`config.mk`:
```
export PLATFORM = sky130hd
export DESIGN_NAME = ltx_engine
export DESIGN_NICKNAME = d
export VERILOG_FILES = /design/src/rtl/ltx_pkg.sv /design/src/rtl/ltx_rgb2ycc.sv /design/src/rtl/ltx_ycc2rgb.sv /design/src/rtl/ltx_cubic.sv /design/src/rtl/ltx_div.sv /design/src/rtl/ltx_engine.sv
export SDC_FILE = /design/constraint.sdc
export NUM_CORES = 2
export LEC_CHECK = 0
export CORE_ASPECT_RATIO = 1.25
export CORE_MARGIN = 2
export CORE_UTILIZATION = 55
export DETAILED_ROUTE_END_ITERATION = 10
export DONT_BUFFER_PORTS = 1
export PLACE_DENSITY = 0.73
export SKIP_CTS_REPAIR_TIMING = 1
export SLEW_MARGIN = 20
export SYNTH_ARGS = -nofsm -noshare
export SYNTH_HDL_FRONTEND = slang
export SYNTH_SLANG_ARGS = --single-unit
```
`constraint.sdc`:
```
create_clock -name clk_i -period 24.5 [get_ports clk_i]
set_input_delay 4.9 -clock clk_i [delete_from_list [all_inputs] [get_ports clk_i]]
set_output_delay 4.9 -clock clk_i [all_outputs]
set_load 0.05 [all_outputs]
```
`src/rtl/ltx_pkg.sv`:
```
package ltx_pkg;

    typedef enum logic [1:0] {
        MODE_GATHER = 2'd0,
        MODE_SOLVE  = 2'd1,
        MODE_APPLY  = 2'd2
    } ltx_mode_e;

    typedef struct packed {
        logic [7:0] r;
        logic [7:0] g;
        logic [7:0] b;
    } ltx_rgb_t;

    typedef struct packed {
        logic [7:0] y;
        logic [7:0] cb;
        logic [7:0] cr;
    } ltx_ycc_t;

    // Clamp a signed intermediate to an 8-bit pixel code
    function automatic logic [7:0] ltx_sat8(input logic signed [31:0] v);
        if (v < 32'sd0) begin
            return 8'd0;
        end else if (v > 32'sd255) begin
            return 8'd255;
        end
        return 8'(v);
    endfunction

endpackage

```
`src/rtl/ltx_rgb2ycc.sv`:
```
module ltx_rgb2ycc
    import ltx_pkg::*;
(
    input  ltx_rgb_t pix_i,
    output ltx_ycc_t ycc_o
);
    logic signed [31:0] r_s, g_s, b_s;
    logic signed [31:0] y_acc, cb_acc, cr_acc;

    always_comb begin
        r_s    = $signed({24'd0, pix_i.r});
        g_s    = $signed({24'd0, pix_i.g});
        b_s    = $signed({24'd0, pix_i.b});
        // luma weights sum to 256, so a gray input maps to itself
        y_acc  = 32'sd77 * r_s + 32'sd150 * g_s + 32'sd29 * b_s;
        cb_acc = ((32'sd128 * b_s - 32'sd43 * r_s - 32'sd85 * g_s) >>> 8) + 32'sd128;
        cr_acc = ((32'sd128 * r_s - 32'sd107 * g_s - 32'sd21 * b_s) >>> 8) + 32'sd128;
        ycc_o.y  = ltx_sat8(y_acc >>> 8);
        ycc_o.cb = ltx_sat8(cb_acc);
        ycc_o.cr = ltx_sat8(cr_acc);
    end
endmodule

```
`src/rtl/ltx_ycc2rgb.sv`:
```
module ltx_ycc2rgb
    import ltx_pkg::*;
(
    input  ltx_ycc_t ycc_i,
    output ltx_rgb_t pix_o
);
    logic signed [31:0] y_s, dcb, dcr;

    always_comb begin
        y_s = $signed({24'd0, ycc_i.y});
        dcb = $signed({24'd0, ycc_i.cb}) - 32'sd128;
        dcr = $signed({24'd0, ycc_i.cr}) - 32'sd128;
        pix_o.r = ltx_sat8(y_s + ((32'sd359 * dcr) >>> 8));
        pix_o.g = ltx_sat8(y_s - ((32'sd88 * dcb + 32'sd183 * dcr) >>> 8));
        pix_o.b = ltx_sat8(y_s + ((32'sd454 * dcb) >>> 8));
    end
endmodule

```
`src/rtl/ltx_cubic.sv`:
```
// Nested evaluation of a3*y^3 + a2*y^2 + a1*y on a Q0.8 luminance.
// CW must stay at or below 20 so every product fits 32 bits.
module ltx_cubic
    import ltx_pkg::*;
#(
    parameter int CW = 12
) (
    input  logic [7:0]           y_i,
    input  logic signed [CW-1:0] c3_i,
    input  logic signed [CW-1:0] c2_i,
    input  logic signed [CW-1:0] c1_i,
    output logic [7:0]           y_o
);
    logic signed [31:0] y_s, c3_s, c2_s, c1_s;
    logic signed [31:0] step1, step2, step3;

    always_comb begin
        y_s   = $signed({24'd0, y_i});
        c3_s  = 32'(c3_i);
        c2_s  = 32'(c2_i);
        c1_s  = 32'(c1_i);
        step1 = ((c3_s * y_s) >>> 8) + c2_s;
        step2 = ((step1 * y_s) >>> 8) + c1_s;
        step3 = (step2 * y_s) >>> 8;
        y_o   = ltx_sat8(step3);
    end
endmodule

```
`src/rtl/ltx_div.sv`:
```
// Restoring divider: one quotient bit per cycle, NUM_W cycles per division.
module ltx_div #(
    parameter int NUM_W = 24,
    parameter int DEN_W = 16
) (
    input  logic             clk_i,
    input  logic             rst_ni,
    input  logic             start_i,
    input  logic [NUM_W-1:0] num_i,
    input  logic [DEN_W-1:0] den_i,
    output logic             busy_o,
    output logic             done_o,
    output logic [NUM_W-1:0] quo_o
);
    localparam int STEP_W = $clog2(NUM_W);
    localparam logic [STEP_W-1:0] LAST_STEP = STEP_W'(NUM_W - 1);

    typedef struct packed {
        logic              busy;
        logic              done;
        logic [STEP_W-1:0] step;
        logic [DEN_W-1:0]  rem;
        logic [DEN_W-1:0]  den;
        logic [NUM_W-1:0]  quo;
    } div_state_t;

    div_state_t s_d, s_q;
    logic [DEN_W:0] trial;

    always_comb begin
        s_d      = s_q;
        s_d.done = 1'b0;
        trial    = {s_q.rem, s_q.quo[NUM_W-1]};
        if (start_i) begin
            s_d.busy = 1'b1;
            s_d.step = '0;
            s_d.rem  = '0;
            s_d.den  = den_i;
            s_d.quo  = num_i;
        end else if (s_q.busy) begin
            if (trial >= {1'b0, s_q.den}) begin
                s_d.rem = DEN_W'(trial - {1'b0, s_q.den});
                s_d.quo = {s_q.quo[NUM_W-2:0], 1'b1};
            end else begin
                s_d.rem = DEN_W'(trial);
                s_d.quo = {s_q.quo[NUM_W-2:0], 1'b0};
            end
            s_d.step = s_q.step + 1'b1;
            if (s_q.step == LAST_STEP) begin
                s_d.busy = 1'b0;
                s_d.done = 1'b1;
            end
        end
    end

    always_ff @(posedge clk_i or negedge rst_ni) begin
        if (!rst_ni) begin
            s_q <= '0;
        end else begin
            s_q <= s_d;
        end
    end

    assign busy_o = s_q.busy;
    assign done_o = s_q.done;
    assign quo_o  = s_q.quo;

    // a started division is busy on the next cycle
    p_start_busy_r5: assert property (@(posedge clk_i) disable iff (!rst_ni)
        start_i |=> busy_o);
    // completion is a single-cycle pulse
    p_done_single_r5: assert property (@(posedge clk_i) disable iff (!rst_ni)
        done_o |=> !done_o);
    // busy ends only with a completion
    p_busy_ends_done_r5: assert property (@(posedge clk_i) disable iff (!rst_ni)
        $fell(busy_o) |-> done_o);
endmodule

```
`src/rtl/ltx_engine.sv`:
```
module ltx_engine
    import ltx_pkg::*;
#(
    parameter int CW    = 12,
    parameter int CNT_W = 16
) (
    input  logic                 clk_i,
    input  logic                 rst_ni,
    input  logic                 pix_valid_i,
    input  logic                 pix_sof_i,
    input  logic                 pix_eof_i,
    input  logic [7:0]           pix_r_i,
    input  logic [7:0]           pix_g_i,
    input  logic [7:0]           pix_b_i,
    input  logic signed [CW-1:0] slope3_i,
    input  logic signed [CW-1:0] offs3_i,
    input  logic signed [CW-1:0] slope2_i,
    input  logic signed [CW-1:0] offs2_i,
    input  logic signed [CW-1:0] slope1_i,
    input  logic signed [CW-1:0] offs1_i,
    output logic [1:0]           mode_o,
    output logic                 out_valid_o,
    output logic                 out_sof_o,
    output logic                 out_eof_o,
    output logic [7:0]           out_r_o,
    output logic [7:0]           out_g_o,
    output logic [7:0]           out_b_o
);
    localparam int SUM_W = CNT_W + 8;
    localparam logic signed [31:0] CMAX = (32'sd1 <<< (CW - 1)) - 32'sd1;
    localparam logic signed [31:0] CMIN = -CMAX - 32'sd1;

    typedef struct packed {
        ltx_mode_e        mode;
        logic [SUM_W-1:0] sum;
        logic [CNT_W-1:0] cnt;
        logic [CW-1:0]    c3;
        logic [CW-1:0]    c2;
        logic [CW-1:0]    c1;
        logic             ov;
        logic             osof;
        logic             oeof;
        ltx_rgb_t         opix;
    } eng_state_t;

    eng_state_t s_d, s_q;

    ltx_rgb_t         in_pix, new_pix;
    ltx_ycc_t         in_ycc, new_ycc;
    logic [7:0]       new_y;
    logic             div_start, div_busy, div_done;
    logic [SUM_W-1:0] div_quo;
    logic [7:0]       frame_mean;

    // floor(slope*m/256) + offset, clamped to the signed coefficient range
    function automatic logic [CW-1:0] coef_of(input logic signed [CW-1:0] slope,
                                              input logic signed [CW-1:0] offs,
                                              input logic [7:0] m);
        logic signed [31:0] t;
        t = ((32'(slope) * $signed({24'd0, m})) >>> 8) + 32'(offs);
        if (t > CMAX) begin
            return CW'(CMAX);
        end else if (t < CMIN) begin
            return CW'(CMIN);
        end
        return CW'(t);
    endfunction

    assign in_pix = '{r: pix_r_i, g: pix_g_i, b: pix_b_i};

    ltx_rgb2ycc u_fwd (
        .pix_i (in_pix),
        .ycc_o (in_ycc)
    );

    ltx_cubic #(.CW(CW)) u_curve (
        .y_i  (in_ycc.y),
        .c3_i ($signed(s_q.c3)),
        .c2_i ($signed(s_q.c2)),
        .c1_i ($signed(s_q.c1)),
        .y_o  (new_y)
    );

    assign new_ycc = '{y: new_y, cb: in_ycc.cb, cr: in_ycc.cr};

    ltx_ycc2rgb u_inv (
        .ycc_i (new_ycc),
        .pix_o (new_pix)
    );

    ltx_div #(.NUM_W(SUM_W), .DEN_W(CNT_W)) u_mean (
        .clk_i   (clk_i),
        .rst_ni  (rst_ni),
        .start_i (div_start),
        .num_i   (s_d.sum),
        .den_i   (s_d.cnt),
        .busy_o  (div_busy),
        .done_o  (div_done),
        .quo_o   (div_quo)
    );

    // the quotient never exceeds 255 because every summand is at most 255
    assign frame_mean = 8'(div_quo);

    always_comb begin
        s_d       = s_q;
        s_d.ov    = 1'b0;
        s_d.osof  = 1'b0;
        s_d.oeof  = 1'b0;
        div_start = 1'b0;
        unique case (s_q.mode)
            MODE_GATHER: begin
                if (pix_valid_i) begin
                    if (pix_sof_i) begin
                        s_d.sum = SUM_W'(in_ycc.y);
                        s_d.cnt = CNT_W'(1);
                    end else begin
                        s_d.sum = s_q.sum + SUM_W'(in_ycc.y);
                        s_d.cnt = s_q.cnt + 1'b1;
                    end
                    if (pix_eof_i) begin
                        s_d.mode  = MODE_SOLVE;
                        div_start = 1'b1;
                    end
                end
            end
            MODE_SOLVE: begin
                if (div_done) begin
                    s_d.c3   = coef_of(slope3_i, offs3_i, frame_mean);
                    s_d.c2   = coef_of(slope2_i, offs2_i, frame_mean);
                    s_d.c1   = coef_of(slope1_i, offs1_i, frame_mean);
                    s_d.mode = MODE_APPLY;
                end
            end
            MODE_APPLY: begin
                if (pix_valid_i) begin
                    s_d.ov   = 1'b1;
                    s_d.osof = pix_sof_i;
                    s_d.oeof = pix_eof_i;
                    s_d.opix = new_pix;
                    if (pix_eof_i) begin
                        s_d.mode = MODE_GATHER;
                    end
                end
            end
            default: s_d.mode = MODE_GATHER;
        endcase
    end

    always_ff @(posedge clk_i or negedge rst_ni) begin
        if (!rst_ni) begin
            s_q      <= '0;
            s_q.mode <= MODE_GATHER;
        end else begin
            s_q <= s_d;
        end
    end

    assign mode_o      = s_q.mode;
    assign out_valid_o = s_q.ov;
    assign out_sof_o   = s_q.osof;
    assign out_eof_o   = s_q.oeof;
    assign out_r_o     = s_q.opix.r;
    assign out_g_o     = s_q.opix.g;
    assign out_b_o     = s_q.opix.b;

    // only the three defined phase codes appear
    p_mode_legal_r2: assert property (@(posedge clk_i) disable iff (!rst_ni)
        s_q.mode inside {MODE_GATHER, MODE_SOLVE, MODE_APPLY});
    // the last gathered pixel starts solve
    p_gather_to_solve_r2: assert property (@(posedge clk_i) disable iff (!rst_ni)
        (s_q.mode == MODE_GATHER && pix_valid_i && pix_eof_i) |=> (s_q.mode == MODE_SOLVE));
    // solve is never left before the divider reports completion
    p_solve_waits_r5: assert property (@(posedge clk_i) disable iff (!rst_ni)
        (s_q.mode == MODE_SOLVE && !div_done) |=> (s_q.mode == MODE_SOLVE));
    // output only follows an accepted apply-mode pixel
    p_out_only_apply_r9: assert property (@(posedge clk_i) disable iff (!rst_ni)
        out_valid_o |-> ($past(s_q.mode == MODE_APPLY) && $past(pix_valid_i)));
    // coefficients move only on a cycle that leaves solve
    p_coef_stable_r10: assert property (@(posedge clk_i) disable iff (!rst_ni)
        (s_q.mode != MODE_SOLVE) |=> $stable({s_q.c3, s_q.c2, s_q.c1}));
    // the last applied pixel returns to gather
    p_apply_to_gather_r11: assert property (@(posedge clk_i) disable iff (!rst_ni)
        (s_q.mode == MODE_APPLY && pix_valid_i && pix_eof_i) |=> (s_q.mode == MODE_GATHER));
endmodule

```
==> out/metrics.cfg <==
[floorplan]
pin_count=130
die_x_um=270
die_h_um=337
rows=122
initial_core_util_pct=55.3
core_mm2=0.0882
dieArea_mm2=0.0912

[synthesis]
syn_nets=7280
async_flop_share_pct=100
ys_seq_area_share_pct=8.61
synth-seq-cells=168
ys_types=82
synth-edff-count=0
syn_inst=5679
ys_dominant_reg_cell=dfrtp_1
yosysWarnings=0
synthesis.area_mm2=0.0488
postSynthAreaPerCell_um2=8.60

[setup_path]
reg2regPathDepth=85
worst_setup_path_start_kind=input pin
cp_data_required_time_ns=24.86
worst-path-buf-inv=19
cpMostUsedCell=fa_1
worst_path_max_delay_cell=fa_1
regToRegStartpoint=s_q[58]$_DFFE_PN0P_
critical-path-max-stage-delay_ns=0.54
worstSetupPathType=in -> reg
critPathCaptureType=flop
arrival_ns=27.42
reg2reg_slack_ns=5.77
worstReg2RegEnd=out_g_o[6]$_DFFE_PN0P_
path_delay_family=adder cells
worstPathMaxFanout=8

[sta]
clock.fmax_mhz=36.9
post-route-period-util_pct=110
setup_slack_ns=-2.57
rsz0062_at_grt=true
final_hold_viol_count=0
final_max_slew_viol_count=0
fin_crit_ns=27.07
tightestPinTransition_ns=0.971
setup_violations=24
finalClockSkew_ns=0.0212
relSlewSlack_pct=35.3

[global_routing]
grt_max_degree=169
grtUsageTotal_pct=25.5
grt_pass1_vias=40500
grt_overflow=0
grt_antenna_before_repair=12
grt_pass1_wl_um=190000

[run_status]
outcome=finished, violations left
violations=setup timing

[cells_and_area]
mostFrequentLayoutCells=inv_1, ha_1, fa_1, buf_4, nand2_1
nets=7651
postLayoutCoreUtil_pct=62.8
final_area_mm2=0.0554
regArea_mm2=0.00421
fillCellCount=7471
layout-drive-gt1-share_pct=13.1
multi_input_area_mm2=0.0405
syn2layout_area_growth_pct=13.5
final_cells=7248
final_common_cell=inv_1

[clocking]
tritoncts=built
clock_sinks=168
clock-root-buffer=clkbuf_16
clockBufferDepth=2
clk_pin_slew_worst_paths_ns=0.08
h-tree-depth=4
cts_buffers=17
clock_latency_ns=0.50

[placement]
place_area_mm2=0.0539
port_buffers=0
dp_hpwl_um=95900
numPlacedInstances=7188
place.gp.congestion=0.937

[hold_path]
min_delay_path_depth=2
holdCritStartpoint=u_mean.s_q[35]$_DFFE_PN0P_
worst_hold_path_type=reg -> reg
holdPathEnd=u_mean.s_q[35]$_DFFE_PN0P_

[job]
maxCapViolCount=0

[drt]
drcViolationCount=0
vias=38300
wl_per_cell_um=15.6
drtAntennaViolNets=0
firstDrtPassIters=5
routed_wirelength_um=113000
drtIter0Drc=1436
vias_per_cell=5.28

-- metrics by stage --
step	hold slack, ns	TNS, ns	worst slack [ns]
2_1_floorplan	0.436	-58.68	-2.55
3_3_place_gp	0.462	-74.31	-3.19
3_5_place_dp	0.467	-82.67	-3.57
4_1_cts	0.486	-70.54	-3.06
5_1_grt	0.509	-80.93	-3.45
6_report	0.478	-59.31	-2.57
-- synth_stat cells, types with 5 or more instances --
master / instances / share of area (%)
or2_2: 30 / 0.38
ha_1: 806 / 21
nand4_1: 17 / 0.22
o21bai_1: 46 / 0.71
o211ai_1: 14 / 0.22
buf_1: 12 / 0.092
a21o_1: 80 / 1.2
o21a_1: 37 / 0.57
clkbuf_1: 115 / 0.88
and2_1: 219 / 2.8
a211oi_1: 24 / 0.37
xnor2_1: 225 / 4.0
a21oi_1: 259 / 2.7
a31oi_1: 15 / 0.19
mux2i_1: 26 / 0.53
buf_4: 26 / 0.40
a31o_2: 7 / 0.13
a21boi_0: 28 / 0.43
nand2b_1: 57 / 0.73
nor3_1: 66 / 0.68
fa_1: 694 / 28
o21ai_0: 190 / 1.9
xor2_1: 123 / 2.2
nor2b_1: 88 / 1.1
nand4b_1: 9 / 0.16
o41ai_1: 5 / 0.090
nand2_1: 434 / 3.3
nand3b_1: 18 / 0.28
nor3b_1: 6 / 0.092
or3_1: 20 / 0.26
o31ai_1: 15 / 0.23
inv_1: 1217 / 9.4
dfrtp_1: 168 / 8.6
o31a_1: 9 / 0.16
nor2_1: 408 / 3.1
and3_1: 26 / 0.33
nand3_1: 49 / 0.50
a221o_1: 8 / 0.16
-- sequential cells by signal, indices dropped and copies added (netlist names) --
signal and count:
out_b_o 8, u_mean.quo_o 24, u_mean.busy_o 1, mode_o 2, out_r_o 8, out_g_o 8, out_eof_o 1, s_q 76
u_mean.done_o 1, u_mean.s_q 37, out_valid_o 1, out_sof_o 1
-- tightest hold or removal path, stage by stage (launching register included) --
cell and delay, ns:
dfrtp_1 0.35, nand2_1 0.05, o31ai_1 0.05
-- routing by layer --
metal	up-vias	GRT usage, %	wire [um]
li1	18600	-	-
met1	18800	28.9	45500
met2	601	48.5	59400
met3	215	3.13	3750
met4	8	9.89	4370
met5	-	0	56
-- worst max path at each step --
stage                    start                     end  slack, ns  cells after the start
floorplan           pix_b_i[2]  out_r_o[2]$_DFFE_PN0P_      -2.55                    107
global placement    pix_b_i[2]  out_r_o[4]$_DFFE_PN0P_      -3.19                    103
detailed placement  pix_b_i[2]  out_r_o[4]$_DFFE_PN0P_      -3.57                    105
CTS                 pix_b_i[2]  out_r_o[7]$_DFFE_PN0P_      -3.06                    105
global route        pix_b_i[3]  out_g_o[4]$_DFFE_PN0P_      -3.45                    111
finish              pix_b_i[2]  out_g_o[6]$_DFFE_PN0P_      -2.57                    107
-- layout make-up --
class                           count  area share, %
Tap cell                         1178           2.66
Sequential cell                   168           7.59
Antenna cell                        7         0.0316
Inverter                         1218           8.30
Multi-Input combinational cell   4138           73.2
Timing Repair Buffer              507           7.08
Clock buffer                       17          0.768
Clock inverter                     15          0.382
-- cells by family after synthesis --
logic type	after synthesis	synth area share, %
buf+inv	1373	10.8
flops	168	8.61
fa+ha+maj	1500	49.1
compound gates	791	10.1
simple gates	1468	14.4
mux	30	0.648
xor+xnor	349	6.28
Power is not shown: default switching activity piles up to over one toggle a cycle in this logic, so the estimate is an artifact.
